`src/rtl/zero_flag_detect.sv`:
```
module zero_flag_detect #(
  parameter int DATA_W  = 16,
  parameter int LO_THR  = 7,
  parameter int HI_THR  = 11,
  parameter bit REG_OUT = 1'b1
) (
  input  logic              clk,
  input  logic              rst,
  input  logic [DATA_W-1:0] din,
  output logic              gt_lo,
  output logic              gt_hi
);

  localparam int CNT_W = $clog2(DATA_W + 1);
  localparam int HALF  = DATA_W / 2;

  // node[1] is the root; nodes HALF..DATA_W-1 are the pairwise half adders
  logic [DATA_W-1:0] zbit;
  logic [CNT_W-1:0]  node [1:DATA_W-1];
  logic              lo_c, hi_c;

  assign zbit = ~din;

  genvar i;
  generate
    for (i = HALF; i < DATA_W; i++) begin : g_ha
      logic s, c;
      assign s = zbit[2*i-DATA_W] ^ zbit[2*i-DATA_W+1];
      assign c = zbit[2*i-DATA_W] & zbit[2*i-DATA_W+1];
      assign node[i] = {{(CNT_W-2){1'b0}}, c, s};
    end
    for (i = 1; i < HALF; i++) begin : g_add
      assign node[i] = node[2*i] + node[2*i+1];
    end
  endgenerate

  assign lo_c = node[1] > CNT_W'(LO_THR);
  assign hi_c = node[1] > CNT_W'(HI_THR);

  generate
    if (REG_OUT) begin : g_reg
      always_ff @(posedge clk) begin
        if (rst) begin
          gt_lo <= 1'b0;
          gt_hi <= 1'b0;
        end else begin
          gt_lo <= lo_c;
          gt_hi <= hi_c;
        end
      end
    end else begin : g_comb
      assign gt_lo = lo_c;
      assign gt_hi = hi_c;
    end
  endgenerate

endmodule

```
`config.mk`:
```
export PLATFORM = sky130hd
export DESIGN_NAME = zero_flag_detect
export DESIGN_NICKNAME = d
export VERILOG_FILES = /design/src/rtl/zero_flag_detect.sv
export SDC_FILE = /design/constraint.sdc
export NUM_CORES = 1
export LEC_CHECK = 0
export BUFFER_PORTS_ARGS = -buffer_cell sky130_fd_sc_hd__buf_4
export CORE_AREA = 5 5 42 44
export DETAILED_ROUTE_END_ITERATION = 10
export DIE_AREA = 0 0 47 49
export PLACE_DENSITY = 0.75
export SLEW_MARGIN = 20
export SYNTH_ARGS = -nofsm -noshare
export SYNTH_HDL_FRONTEND = slang
export SYNTH_SLANG_ARGS = --single-unit
```
`constraint.sdc`:
```
create_clock -name clk -period 5.5 [get_ports clk]
set_input_delay 0.275 -clock clk [delete_from_list [all_inputs] [get_ports clk]]
set_output_delay 0.275 -clock clk [all_outputs]
set_load 0.01 [all_outputs]
```
==> out/results.txt, run 1 <==
The fraction of layout instances using a drive strength above 1 was 0.242. For this run, the post-layout net count is 141. The run gives 470 as the total via count in the routed design.

Yosys mapped the design onto 8 distinct sky130hd cell types. The detailed-routing iteration count for the pre-antenna-repair pass was 1. For the total of warnings raised by yosys, the log shows 0. Adding up every negative setup slack in the final design gives 0 ns. When the netlist entered floorplanning its net count stood at 117.

Setup repair after global routing left no endpoint under its margin. The number of antenna violations at the first check in global routing is 0. During placement, the flow inserted port buffers numbering 19. For this design, the CTS-stage hold fixing added 0 buffers.

Counting both buffers and inverters, the worst setup path holds a total of 6. The period utilization came out at 0.625. The critical path in this run is classified as input pin to flop. The number of global-route vias before repair came out at 547.

Using the TritonRoute via totals, the vias-per-cell ratio works out to 4.23. Counting every instance in the synthesized netlist gives 73. The run gives 0.666 as the weighted congestion at the end of routability-driven global placement. STA classifies the critical path endpoint as a flop.

The die covers 0.00230 mm^2. At the pin with the least slew margin, the transition time is 0.185 ns. The floorplan step defined a core boundary enclosing 0.00140 mm^2. Compared with the post-synthesis result, the final layout area differs by 29.3%. The highest-delay cell along the critical path was sky130_fd_sc_hd__fa_1. The starting utilization of the core area is 0.451. Clock tree synthesis inserted a total of 3 buffers. The tool flagged a number of max-cap violations equal to 0. The mapped netlist covers 632 um^2. Traced cell by cell, the critical path runs through buf_4, inv_1, ha_1, ha_1, inv_1, fa_1, inv_1, fa_1, inv_1, fa_1, inv_1, ha_1, fa_1, xnor2_1, nand2b_4, a21oi_1. Summing all multi-input logic gate instances after layout gives 445 um^2. Entering global routing, the biggest net connects 3 pins.

The tools report the number of buffers inserted to repair setup after CTS as 0. The total length of routed wires is 1.01 mm, and the data required time of the worst path is 5.60 ns. In this run the count of I/O pins placed on the die edge is 20. The residual overflow from global routing was 0. The filler cell count is 139. The fraction of the core area covered by cells at the end of the flow is 0.583, and the total global routing track utilization is 0.110. The kind of path behind the tightest hold check is input pin to flop. VDD sags by at most 315 uV.

The clock drives 2 sinks. The count of pins over their slew limit came out at 0. The tools report the total power draw as 0.000222 W. Root buffer cell: sky130_fd_sc_hd__clkbuf_4.

The logs give 0 for the count of inserted antenna diode cells and 0.0634 for the sequential share of the synthesized area. The tools report the deepest level of the CTS H-tree as 1. Synthesis inferred 2 register bits. At the worst endpoint, the arrival time is 3.54 ns. For the tightest slew margin relative to the limit, the log shows 0.876.

Row count: 14. Counting along the longest clock path gives a buffer depth of 2. The leakage power was 0.546 nW. The minimum clock period was 3.44 ns; the maximum frequency from static timing analysis was 0.291 GHz. The width of the die was 47 um; the power density over the cells was 271 mW/mm^2. The mean post-synth cell area is 8.66 um^2, and the remaining number of nets flagged by the antenna check after routing is 0. Across the whole layout, storage elements account for 40.0 um^2.

The run gives 1.89 mm as the wire length of the first global-routing pass. TritonCTS built the clock tree. The number of gates resized after CTS was 0. Of all nets on the critical path, the largest fanout is 2. The wire-length estimate of the detail-placed layout is 978 um. Counting stages on the worst path, the most repeated cell is sky130_fd_sc_hd__inv_1. The number of DRC violations after detailed routing is 0, and the worst stage delay on the critical path is 0.52 ns.

The run finished with clean final reports. Grouping stages by cell kind, the critical path spends the most delay in adder cells. The average detailed-routed wire length per instance was 9.12 um; the final hold violation count was 0. The tools report the sort of element at the start of the critical path as an input pin. The number of setup violations in the final report was 0.

In this run, the number of DRC markers left after iteration 0 of detailed routing was 0. The height of the die is 49 um. The clock transition time at the flip-flop clock pins of the worst setup and hold paths is 0.03 ns.
[per-stage QoR]
step	hold slack (ns)	instance area, um^2	instances	setup slack (ns)
2_1_floorplan	0.344	632	73	2.04
3_3_place_gp	0.440	795	108	1.88
3_5_place_dp	0.444	795	108	1.82
4_1_cts	0.206	817	111	2.05
5_1_grt	0.214	817	111	1.91
6_report	0.218	817	111	2.06
[layout by cell type, fill, tap and decap left out, drive strengths merged]
| master | instances |
|---|---|
| ha | 16 |
| xnor2 | 1 |
| clkbuf | 3 |
| buf | 19 |
| inv | 39 |
| dfxtp | 2 |
| nand2b | 1 |
| fa | 10 |
| a21oi | 3 |
| a21o | 1 |
[per-layer routing]
| metal | global-route usage | share of wire |
|---|---|---|
| met4 | 0.0553 | 0 |
| met3 | 0.00369 | 0.042 |
| met2 | 0.206 | 0.59 |
| met5 | 0 | 0 |
| met1 | 0.114 | 0.37 |
[path summary, 6_finish.rpt]
path	slack, ns	to	start	cells after the start
max	2.06	gt_hi$_SDFF_PP0_	din[14]	16
min	0.22	gt_hi$_SDFF_PP0_	rst	2
[cell usage after synthesis, drive strengths merged]
master | instances | share of area
xnor2 | 1 | 0.014
inv | 39 | 0.23
nand2b | 1 | 0.022
dfxtp | 2 | 0.063
a21o | 1 | 0.012
a21oi | 3 | 0.024
fa | 10 | 0.32
ha | 16 | 0.32
[cell families after synthesis]
| group | Yosys count | synth area share |
|---|---|---|
| buffers and inverters | 39 | 0.232 |
| adders and majority gates | 26 | 0.634 |
| AOI/OAI and AO/OA | 4 | 0.0356 |
| DFF | 2 | 0.0634 |
| xor gates and xnor gates | 1 | 0.0139 |
| and+or+nand+nor | 1 | 0.0218 |
[registers in the layout, summed over array words and instances (netlist names)]
signal and count:
gt_hi 1, gt_lo 1
[where the power goes]
group	internal, W	leakage, nW	switching, W
combinational	0.0000840	0.516	0.0000844
clock	0.0000240	0.0138	0.00000815
sequential	0.0000197	0.0165	0.00000120
total	0.000128	0.546	0.0000937
[cell type report]
cell class | count | share of cell area
Inverter | 39 | 0.179
Tap cell | 16 | 0.0245
Timing Repair Buffer | 19 | 0.175
Clock buffer | 3 | 0.0276
Sequential cell | 2 | 0.0490
Multi-Input combinational cell | 32 | 0.545
Note: power is estimated with default switching activity, not from simulation.
==> run 2, diff against run 1 <==
==> constraint.sdc (replaced) <==
create_clock -name clk -period 3.5 [get_ports clk]
set_input_delay 0.175 -clock clk [delete_from_list [all_inputs] [get_ports clk]]
set_output_delay 0.175 -clock clk [all_outputs]
set_load 0.01 [all_outputs]
==> run 2 against run 1 <==
Net effect:
- global-route usage rose by 0.29 points
- setup slack got worse by 1.9 ns
- utilization is 0.54 points higher
- sequential share of layout area hardly changed
- highest routed layer is now met4
- worst hold slack worse by 0.11 ns
- power grew 62%
- critical path type unchanged
==> out/results.txt, run 2 (synthesis results as in run 1) <==
The type of destination of the critical path is a flop. The largest registers in the layout are gt_hi: 1 flops, gt_lo: 1 flops. Dividing total power by cell area gives a power density of 434 mW/mm^2.

The tools report the number of global-route vias before repair as 519. Routability-driven placement finished with a final weighted congestion of 0.683. The core region area came out at 0.00140 mm^2.

Number of cells after detailed placement: 109. The highest layer touched by signal routing is met4. In the detailed route, the total length drawn on met3 is 39 um. The worst setup path is launched from an input pin. The first TritonRoute pass finished after 2 iterations.

The count of port buffers added during placement was 19. In this design, the critical path's most frequently occurring cell is sky130_fd_sc_hd__inv_1. The tools report the half-perimeter wire length of the detailed placement result as 952 um.

Summed over all cells, the static leakage comes to 0.551 nW. For the area enclosed by the die boundary, the log shows 0.00230 mm^2. In this run the worst hold path is classified as input pin to flop.

Max-cap violations in this run came to 0. The flow ran to the end, and the final reports show no timing, DRC or antenna violations. The run gives 2 as the TritonCTS sink count. Fraction of layout instances using a drive strength above 1: 0.250.

The root buffer cell was sky130_fd_sc_hd__clkbuf_4. The run gives 14 as the row count. The period utilization was 0.958.

The tools report the count of routing violations after the opening detailed-route iteration as 1. For the largest net degree at the start of global routing, the log shows 3. 20 I/O pins were placed.

Grouping stages by cell kind, the critical path spends the most delay in adder cells. Setup repair after global routing left no endpoint under its margin. For the total global routing track utilization, the log shows 0.113. The critical path goes through buf_4, inv_1, ha_1, ha_1, inv_1, fa_1, inv_1, fa_1, inv_1, fa_1, inv_1, ha_1, fa_1, xnor2_1, nand2b_4, a21oi_1. The height of the die came out at 49 um. The run gives 0 as the count of pins over their slew limit. The logs give 135 for the filler cell count and 112 for the number of non-filler instances in the completed layout. The worst supply voltage drop on vdd was 372 uV; the number of antenna violations at the first check in global routing was 0. Maximum fanout encountered on the critical timing path: 2.

Together, buffers and inverters on the worst path number 6. The run gives 0.298 GHz as the maximum frequency from static timing analysis. The starting utilization of the core area came out at 0.451. Start-to-end type of the worst setup path: input pin to flop.

The library cells used most frequently in the layout, excluding fill and tap cells, are 39 x sky130_fd_sc_hd__inv_1, 20 x sky130_fd_sc_hd__buf_4, 16 x sky130_fd_sc_hd__ha_1, 10 x sky130_fd_sc_hd__fa_1. Wires add up to 937 um. In the routed design, unresolved DRC markers number 0. Setup violations remaining at the end of the flow were counted as 0. The total of hold buffers inserted after clock tree synthesis was 0. In this run, CTS created clock tree buffers numbering 3. For this run the aggregate overflow at the end of global routing stands at 0. The final-stage net count was 142. The worst path needs 3.35 ns of the cycle, external delays included. Count of cells along the worst hold path: 2. The repair_antennas step left the layout with diodes totalling 0. The commonest non-fill, non-tap cell in the layout was sky130_fd_sc_hd__inv_1. The total via count in the routed design came out at 476.

The tightest slew margin relative to the limit came out at 0.868. Wire segments on met2 add up to 551 um in the final route. The clock transition time at the flip-flop clock pins of the worst setup and hold paths came out at 0.03 ns. The width of the die is 47 um, and the critical path depth in cells is 16. The detail route stage leaves a number of antenna-violating nets equal to 0.

In the final routing, the length of wire on met1 measures 332 um. The worst stage delay on the critical path is 0.53 ns, and the post-cts sizing count is 0. The slew of the pin with the lowest slew margin works out to 0.197 ns. The number of buffers inserted to repair setup after CTS was 0; the clock tree buffer depth was 2. The average detailed-routed wire length per instance was 8.37 um; the final hold violation count was 0. The data arrival time of the worst path came out at 3.46 ns. The highest-delay cell along the critical path is sky130_fd_sc_hd__fa_1. After detailed routing, the number of vias per cell comes to 4.25.

Data on the critical path is required at its endpoint by 3.61 ns. For the fraction of the core area covered by cells at the end of the flow, the log shows 0.588. The tools report the deepest level of the CTS H-tree as 1. The area growth from synthesis to layout is 30.5%. TritonCTS built the clock tree.

The first global-routing pass estimated 1.85 mm of wire.
run 2: cell type report:
class / count / area [um^2] / share of cell area
multi-input combinational: 32 / 445 / 0.540
tap: 16 / 20.0 / 0.0243
timing repair buffer: 20 / 150 / 0.182
sequential: 2 / 40.0 / 0.0486
clock buffer: 3 / 22.5 / 0.0273
inverter: 39 / 146 / 0.178
run 2: path summary, 6_finish.rpt:
path / from / to / slack (ns)
hold / removal: rst / gt_hi$_SDFF_PP0_ / 0.11
setup / recovery: din[12] / gt_hi$_SDFF_PP0_ / 0.15
run 2: layer usage:
layer  vias to the layer above  global-route usage
li1                        244                   -
met1                       220               0.112
met2                        10               0.190
met3                         2              0.0258
met4                         0              0.0829
met5                         -                   0
run 2: power by group:
part           switching (W)  leakage (nW)  internal [W]   total, W
clock              0.0000132        0.0138     0.0000378  0.0000510
combinational       0.000130         0.521      0.000144   0.000274
sequential        0.00000208        0.0165     0.0000310  0.0000331
run 2: per-stage QoR:
step | total power (W) | setup TNS, ns | setup WS [ns] | hold slack (ns) | cell area (um^2)
CTS | 0.000371 | 0 | 0.131 | 0.101 | 825
detailed placement | 0.000317 | -0.206 | -0.105 | 0.341 | 802
floorplan | 0.000236 | 0 | 0.145 | 0.244 | 632
global placement | 0.000305 | -0.0421 | -0.0308 | 0.341 | 802
finish | 0.000358 | 0 | 0.148 | 0.109 | 825
global route | 0.000416 | 0 | 0.0232 | 0.0997 | 825
